`src/rtl/hcnt_pkg.sv`:
```
package hcnt_pkg;

    localparam int HCNT_W      = 16;
    localparam int MIN_HCNT    = 6;
    localparam int IDLE_MARGIN = 10;

    typedef logic [HCNT_W-1:0] hcnt_t;

    typedef enum logic [1:0] {
        WR_NONE,
        WR_FULL,
        WR_LO,
        WR_HI
    } wr_kind_e;

    typedef struct packed {
        wr_kind_e kind;
        hcnt_t    data;
    } wr_req_t;

    function automatic hcnt_t clamp_hcnt(input hcnt_t v);
        return (v < hcnt_t'(MIN_HCNT)) ? hcnt_t'(MIN_HCNT) : v;
    endfunction

    function automatic hcnt_t idle_limit(input hcnt_t v);
        logic [HCNT_W:0] s;
        s = {1'b0, v} + (HCNT_W+1)'(IDLE_MARGIN);
        return s[HCNT_W] ? {HCNT_W{1'b1}} : s[HCNT_W-1:0];
    endfunction

endpackage

```
`src/rtl/hcnt_bus_if.sv`:
```
module hcnt_bus_if
    import hcnt_pkg::*;
#(
    parameter int                DATA_W = 32,
    parameter int                ADDR_W = 8,
    parameter logic [ADDR_W-1:0] BASE   = 8'h20
) (
    input  logic              psel,
    input  logic              penable,
    input  logic              pwrite,
    input  logic [ADDR_W-1:0] paddr,
    input  logic [DATA_W-1:0] pwdata,
    input  hcnt_t             cnt,
    output wr_req_t           req,
    output logic [DATA_W-1:0] prdata
);

    localparam logic [ADDR_W-1:0] HI_ADDR = BASE + ADDR_W'(1);

    logic wr_stb;
    assign wr_stb = psel & penable & pwrite;

    generate
        if (DATA_W == 8) begin : g_narrow
            always_comb begin
                req = '{kind: WR_NONE, data: '0};
                if (wr_stb && paddr == BASE)
                    req = '{kind: WR_LO, data: {8'h00, pwdata}};
                else if (wr_stb && paddr == HI_ADDR)
                    req = '{kind: WR_HI, data: {8'h00, pwdata}};
            end
            always_comb begin
                prdata = '0;
                if (paddr == BASE)         prdata = cnt[7:0];
                else if (paddr == HI_ADDR) prdata = cnt[15:8];
            end
        end else begin : g_wide
            logic unused_rsvd;
            assign unused_rsvd = ^pwdata[DATA_W-1:HCNT_W];
            always_comb begin
                req = '{kind: WR_NONE, data: '0};
                if (wr_stb && paddr == BASE)
                    req = '{kind: WR_FULL, data: pwdata[HCNT_W-1:0]};
            end
            always_comb begin
                prdata = '0;
                if (paddr == BASE) prdata[HCNT_W-1:0] = cnt;
            end
        end
    endgenerate

endmodule

```
`src/rtl/hcnt_store.sv`:
```
module hcnt_store
    import hcnt_pkg::*;
#(
    parameter hcnt_t RESET_HCNT = 16'd500,
    parameter bit    HARD_CODED = 1'b0
) (
    input  logic    clk,
    input  logic    rst,
    input  logic    ctrl_enable,
    input  wr_req_t req,
    output hcnt_t   cnt
);

    localparam hcnt_t RST_VAL = clamp_hcnt(RESET_HCNT);

    generate
        if (HARD_CODED) begin : g_fixed
            logic unused_in;
            assign unused_in = ^{req, ctrl_enable, clk, rst};
            assign cnt = RST_VAL;
        end else begin : g_prog
            hcnt_t      cnt_q;
            logic [7:0] lo_shadow_q;

            always_ff @(posedge clk) begin
                if (rst) begin
                    cnt_q       <= RST_VAL;
                    lo_shadow_q <= '0;
                end else if (!ctrl_enable) begin
                    unique case (req.kind)
                        WR_FULL: cnt_q       <= clamp_hcnt(req.data);
                        WR_LO:   lo_shadow_q <= req.data[7:0];
                        WR_HI:   cnt_q       <= clamp_hcnt({req.data[7:0], lo_shadow_q});
                        default: ;
                    endcase
                end
            end

            assign cnt = cnt_q;

            // running controller freezes the count
            p_en_blocks_r3: assert property (@(posedge clk) disable iff (rst)
                ctrl_enable |=> $stable(cnt_q));
            // stored count never below the floor
            p_floor_r4: assert property (@(posedge clk) disable iff (rst)
                cnt_q >= hcnt_t'(MIN_HCNT));
            // low-byte write only fills the shadow
            p_lo_shadow_r5: assert property (@(posedge clk) disable iff (rst)
                (req.kind == WR_LO) |=> $stable(cnt_q));
        end
    endgenerate

endmodule

```
`src/rtl/hcnt_idle_det.sv`:
```
module hcnt_idle_det
    import hcnt_pkg::*;
(
    input  logic  clk,
    input  logic  rst,
    input  logic  ctrl_enable,
    input  logic  scl_in,
    input  logic  sda_in,
    input  hcnt_t cnt,
    output logic  bus_idle
);

    hcnt_t thr;
    hcnt_t idle_q;
    logic  lines_hi;

    assign thr      = idle_limit(cnt);
    assign lines_hi = ctrl_enable & scl_in & sda_in;

    always_ff @(posedge clk) begin
        if (rst || !lines_hi)
            idle_q <= '0;
        else if (idle_q < thr)
            idle_q <= idle_q + hcnt_t'(1);
    end

    assign bus_idle = (idle_q >= thr);

    // any low sample clears the flag on the next cycle
    p_low_clears_r8: assert property (@(posedge clk) disable iff (rst)
        !lines_hi |=> !bus_idle);
    // flag rises only after a high sample
    p_rise_high_r7: assert property (@(posedge clk) disable iff (rst)
        $rose(bus_idle) |-> $past(lines_hi));
    // counter saturates at its threshold
    p_cnt_bound_r7: assert property (@(posedge clk) disable iff (rst)
        idle_q <= thr);

endmodule

```
`src/rtl/scl_hcnt_regblk.sv`:
```
module scl_hcnt_regblk
    import hcnt_pkg::*;
#(
    parameter int                DATA_W     = 32,
    parameter int                ADDR_W     = 8,
    parameter logic [ADDR_W-1:0] BASE       = 8'h20,
    parameter logic [15:0]       RESET_HCNT = 16'd500,
    parameter bit                HARD_CODED = 1'b0
) (
    input  logic              clk,
    input  logic              rst,
    input  logic              psel,
    input  logic              penable,
    input  logic              pwrite,
    input  logic [ADDR_W-1:0] paddr,
    input  logic [DATA_W-1:0] pwdata,
    output logic [DATA_W-1:0] prdata,
    input  logic              ctrl_enable,
    input  logic              scl_in,
    input  logic              sda_in,
    output logic [15:0]       hcnt_out,
    output logic              bus_idle
);

    wr_req_t req;
    hcnt_t   cnt;

    hcnt_bus_if #(.DATA_W(DATA_W), .ADDR_W(ADDR_W), .BASE(BASE)) u_bus (
        .psel    (psel),
        .penable (penable),
        .pwrite  (pwrite),
        .paddr   (paddr),
        .pwdata  (pwdata),
        .cnt     (cnt),
        .req     (req),
        .prdata  (prdata)
    );

    hcnt_store #(.RESET_HCNT(RESET_HCNT), .HARD_CODED(HARD_CODED)) u_store (
        .clk         (clk),
        .rst         (rst),
        .ctrl_enable (ctrl_enable),
        .req         (req),
        .cnt         (cnt)
    );

    hcnt_idle_det u_idle (
        .clk         (clk),
        .rst         (rst),
        .ctrl_enable (ctrl_enable),
        .scl_in      (scl_in),
        .sda_in      (sda_in),
        .cnt         (cnt),
        .bus_idle    (bus_idle)
    );

    assign hcnt_out = cnt;

endmodule

```
`config.mk`:
```
export PLATFORM = sky130hd
export DESIGN_NAME = scl_hcnt_regblk
export DESIGN_NICKNAME = d
export VERILOG_FILES = /design/src/rtl/hcnt_pkg.sv /design/src/rtl/hcnt_bus_if.sv /design/src/rtl/hcnt_store.sv /design/src/rtl/hcnt_idle_det.sv /design/src/rtl/scl_hcnt_regblk.sv
export SDC_FILE = /design/constraint.sdc
export NUM_CORES = 1
export LEC_CHECK = 0
export CAP_MARGIN = 25
export CORE_MARGIN = 8
export CORE_UTILIZATION = 45
export DETAILED_ROUTE_END_ITERATION = 12
export MAX_ROUTING_LAYER = met4
export PLACE_DENSITY = 0.82
export RECOVER_POWER = 25
export SYNTH_ARGS = -nofsm -noshare
export SYNTH_HDL_FRONTEND = slang
export SYNTH_SLANG_ARGS = --single-unit
```
`constraint.sdc`:
```
create_clock -name clk -period 4.05 [get_ports clk]
set_input_delay 0.6075 -clock clk [delete_from_list [all_inputs] [get_ports clk]]
set_output_delay 0.6075 -clock clk [all_outputs]
set_load 0.005 [all_outputs]
```
==> out/qor.csv, run 1 <==
stage;metric;value;unit
clock_tree;clock-sinks;32;
power_and_ir_drop;combPwrFrac;8.8;%
setup_path;crit_fanout;5;
final_layout;fillers;489;
setup_path;critical_path_required;3440;ps
synthesis;synthesis.area;0.00251;sq mm
synthesis;synth_simple_gate_area_share;33.6;%
floorplanning;design.die.area;0.00821;sq mm
synthesis;synth_top_cell_area_share;25.6;%
synthesis;synth-xor-area-share;3.49;%
global_routing;grt_pass1_wl;11000;microns
setup_path;cp_slowest_cell;clkdlybuf4s50_1;
setup_path;end_kind;output pin;
final_layout;drive_above_1_share;7.55;%
setup_path;reg2reg_depth;11;
global_routing;grt_usage;16.2;%
placement;gp_congestion;0.834;
worst_hold_path;hp-class;flop to flop;
synthesis;synth_cell_type_count;43;
setup_path;cp-startpoint;u_store.cnt[2];
clock_tree;hold_buffers;0;
clock_tree;clkTransAtPathRegs;70;ps
setup_path;cpMostUsedCell;nor2_1;
power_and_ir_drop;power.internal;486;uW
routing;first_iter_violations;93;
sta;grt_setup_unrepaired;no;
final_layout;fin_nets;436;
power_and_ir_drop;p_switching;139;uW
global_routing;grt_max_degree;29;
sta;fmax;262;MHz
setup_path;rr_endpoint;u_idle.idle_q[15];
sta;min_period;3810;ps
setup_path;cp.arrival;3210;ps
synthesis;synth.avg_cell_area;8.19;sq um
setup_path;path_buf_inv;1;
clock_tree;cts_buffer_depth;2;
sta;final_max_slew_viol_count;0;
setup_path;slowest_delay;460;ps
global_routing;grt_pass1_vias;2472;
synthesis;synth_top_family_by_area;simple AND/OR/NAND/NOR gates;
power_and_ir_drop;power.leakage;0.00136;uW
sta;min_period_over_period;94.2;%
sta;worstMarginPinSlew;1020;ps
clock_tree;htreeDepth;2;
synthesis;ys.flop_type;dfxtp_1;
synthesis;synth_mux_area_share;7.59;%
final_layout;syn2layout_area_growth;30.8;%
setup_path;cp_top_family;simple AND/OR/NAND/NOR gates;
synthesis;synth_edf_count;0;
sta;slew_headroom;32.0;%
power_and_ir_drop;p_clk_share;40.7;%
routing;dr.pass1.iters;4;
power_and_ir_drop;p_per_area;191;mW/mm^2
synthesis;postSynthCellCount;306;
sta;fin_skew;7.97;ps
routing;wl_per_cell;15.1;microns
setup_path;startpoint_type;flop;
power_and_ir_drop;switching_share;22.3;%
placement;io_buffers;64;
floorplanning;chipWidth;90.6;microns
setup_path;timing.rr.start;u_store.cnt[8];
floorplanning;initial_core_util;46.1;%
status;status;finished, final reports clean;
synthesis;async_flop_share;0;%
sta;fin_ws;236;ps
clock_tree;cts_tree;yes;
floorplanning;ios;97;
placement;place_ws;269;ps
synthesis;yosys_warnings;0;
job;drv_cap;0;
worst_hold_path;hold_end;u_idle.idle_q[12];
clock_tree;cts_setup_buffers;0;
routing;drc_errors;0;
global_routing;gr-total-overflow;0;
global_routing;antenna_found_initial;0;
final_layout;antennaDiodeCount;0;
clock_tree;clk_latency;290;ps
setup_path;crit_chain;ha_2 > o2111a_1 > nand4_1 > nor2_1 > xor2_1 > nor2_1 > ha_1 > and4_1 > and2_1 > a22o_1 > nor3_1 > o21ai_0 > clkdlybuf4s50_1;
synthesis;synth_area_leaders;dfxtp_1 26%, ha_1 9.0%, mux2i_1 7.6%;
routing;drtAntennaViolNets;0;
placement;hpwl;5140;microns
setup_path;critical_path_class;flop to output pin;
worst_hold_path;min_path_cells;2;
synthesis;synthAdderAreaFrac;8.99;%
synthesis;synth_common_cells;32 x dfxtp_1, 32 x nor2_1, 24 x nand2_1;
setup_path;r2r_slack;990;ps
floorplanning;die_y;90.6;microns
synthesis;synth-seq-cells;32;
synthesis;synth-compound-area-share;12.1;%
routing;vias;2414;
clock_tree;cts_inserted_buffers;5;
synthesis;synth_top_area_cell;dfxtp_1;
synthesis;seq_area_frac_synth;25.6;%
sta;setup_viol;0;
sta;tns;0;ps
routing;via_per_inst;5.45;
floorplanning;rows;27;
floorplanning;core-area;0.00544;sq mm
power_and_ir_drop;pwr-share-seq;50.4;%
power_and_ir_drop;vdd_drop_max;0.134;mV
routing;routed_wl;6670;microns
worst_hold_path;hp-start;u_idle.idle_q[12];
sta;hold_viol;0;
clock_tree;cts_root_buf;clkbuf_8;
==> stage by stage <==
stage | hold WS [ps] | cell area, sq um | total power [uW] | cells | utilization (%)
global placement | 467 | 3160 | 376 | 435 | 58.2
detailed placement | 481 | 3160 | 377 | 435 | 58.2
CTS | 490 | 3260 | 629 | 443 | 59.9
global route | 511 | 3280 | 646 | 443 | 60.2
floorplan | 447 | 2560 | 350 | 321 | -
finish | 496 | 3280 | 625 | 443 | 60.2
==> metal layers <==
metal  vias to the layer above  global-route usage [%]  routed length, microns  share of wire (%)
met2                        68                    27.6                    3280                 49
met3                        13                    3.82                     297                4.5
met4                         0                    5.41                     122                1.8
met5                         -                       -                       0                  0
li1                       1214                       -                       -                  -
met1                      1119                    18.2                    2970                 44
==> layout by cell type (no fill, tap or decap), types with 5 or more instances in the layout <==
cell type | Yosys | final
a22oi_1 | 6 | 6
mux2i_1 | 19 | 19
and3_1 | 19 | 19
nand4_1 | 12 | 12
buf_4 | 16 | 5
inv_1 | 8 | 8
xnor2_1 | 7 | 7
dlygate4sd3_1 | 0 | 11
a211o_1 | 6 | 6
nand3_1 | 11 | 11
a21oi_1 | 8 | 7
clkdlybuf4s50_1 | 0 | 53
clkbuf_8 | 0 | 6
and4_1 | 5 | 5
nand2_1 | 24 | 23
nand2b_1 | 17 | 17
dfxtp_2 | 0 | 5
conb_1 | 1 | 16
ha_1 | 18 | 17
and2_1 | 5 | 5
dfxtp_1 | 32 | 27
nor2_1 | 32 | 32
nor4_1 | 12 | 12
==> cell type report <==
type	instances	area (sq um)	area share, %
clock buffers	8	90.1	2.75
inverters	8	30.0	0.916
multi-input cells	252	1730	52.9
flip-flops and latches	32	647	19.7
well taps	72	90.1	2.75
repair buffers	71	686	20.9
==> power groups by stage <==
| stage | clock network [uW] | registers (uW) | logic, uW |
|---|---|---|---|
| final | 255 | 315 | 55.2 |
| after global routing | 271 | 315 | 59.9 |
| after CTS | 259 | 315 | 54.8 |
| after detailed placement | 0 | 323 | 54.7 |
| after global placement | 0 | 322 | 53.2 |
| after floorplan | 0 | 322 | 27.6 |
==> registers in the layout, summed over array words and instances (netlist names) <==
name           flops
u_store.cnt       16
u_idle.idle_q     16
==> worst min-delay path: stages (launching register included) <==
cell	delay, ps
dfxtp_1	340
nand2_1	60
mux2i_1	50
==> kinds of logic after synthesis <==
kind of cell / count (synthesis)
AND/OR/NAND/NOR: 151
AO/OA/AOI/OAI: 38
buffers and inverters: 37
flip-flops: 32
multiplexers: 19
adder cells (fa/ha/maj): 18
XOR/XNOR: 10
other: 1
==> how the worst max path moves through the flow <==
stage	to	slack, ps	depth (start not counted)
after CTS	bus_idle	0.4	12
after global placement	bus_idle	350	12
after global routing	bus_idle	30	13
after detailed placement	bus_idle	270	12
final	bus_idle	240	13
after floorplan	bus_idle	670	12
==> what timing repair did <==
action | CTS | global route
resized for setup | 1 | 9
gates cloned | 0 | 0
endpoints found under the setup margin | 1 | 1
(Power assumes the default switching activity.)
==> run 2: changes to the inputs <==
--- a/config.mk
+++ b/config.mk
@@ -8,6 +8,7 @@
 export CAP_MARGIN = 25
 export CORE_MARGIN = 8
 export CORE_UTILIZATION = 45
+export CTS_CLUSTER_DIAMETER = 80
 export DETAILED_ROUTE_END_ITERATION = 12
 export MAX_ROUTING_LAYER = met4
 export PLACE_DENSITY = 0.82
==> results of run 2 <==
The final DEF is identical to that of run 1; final timing and power are the same.
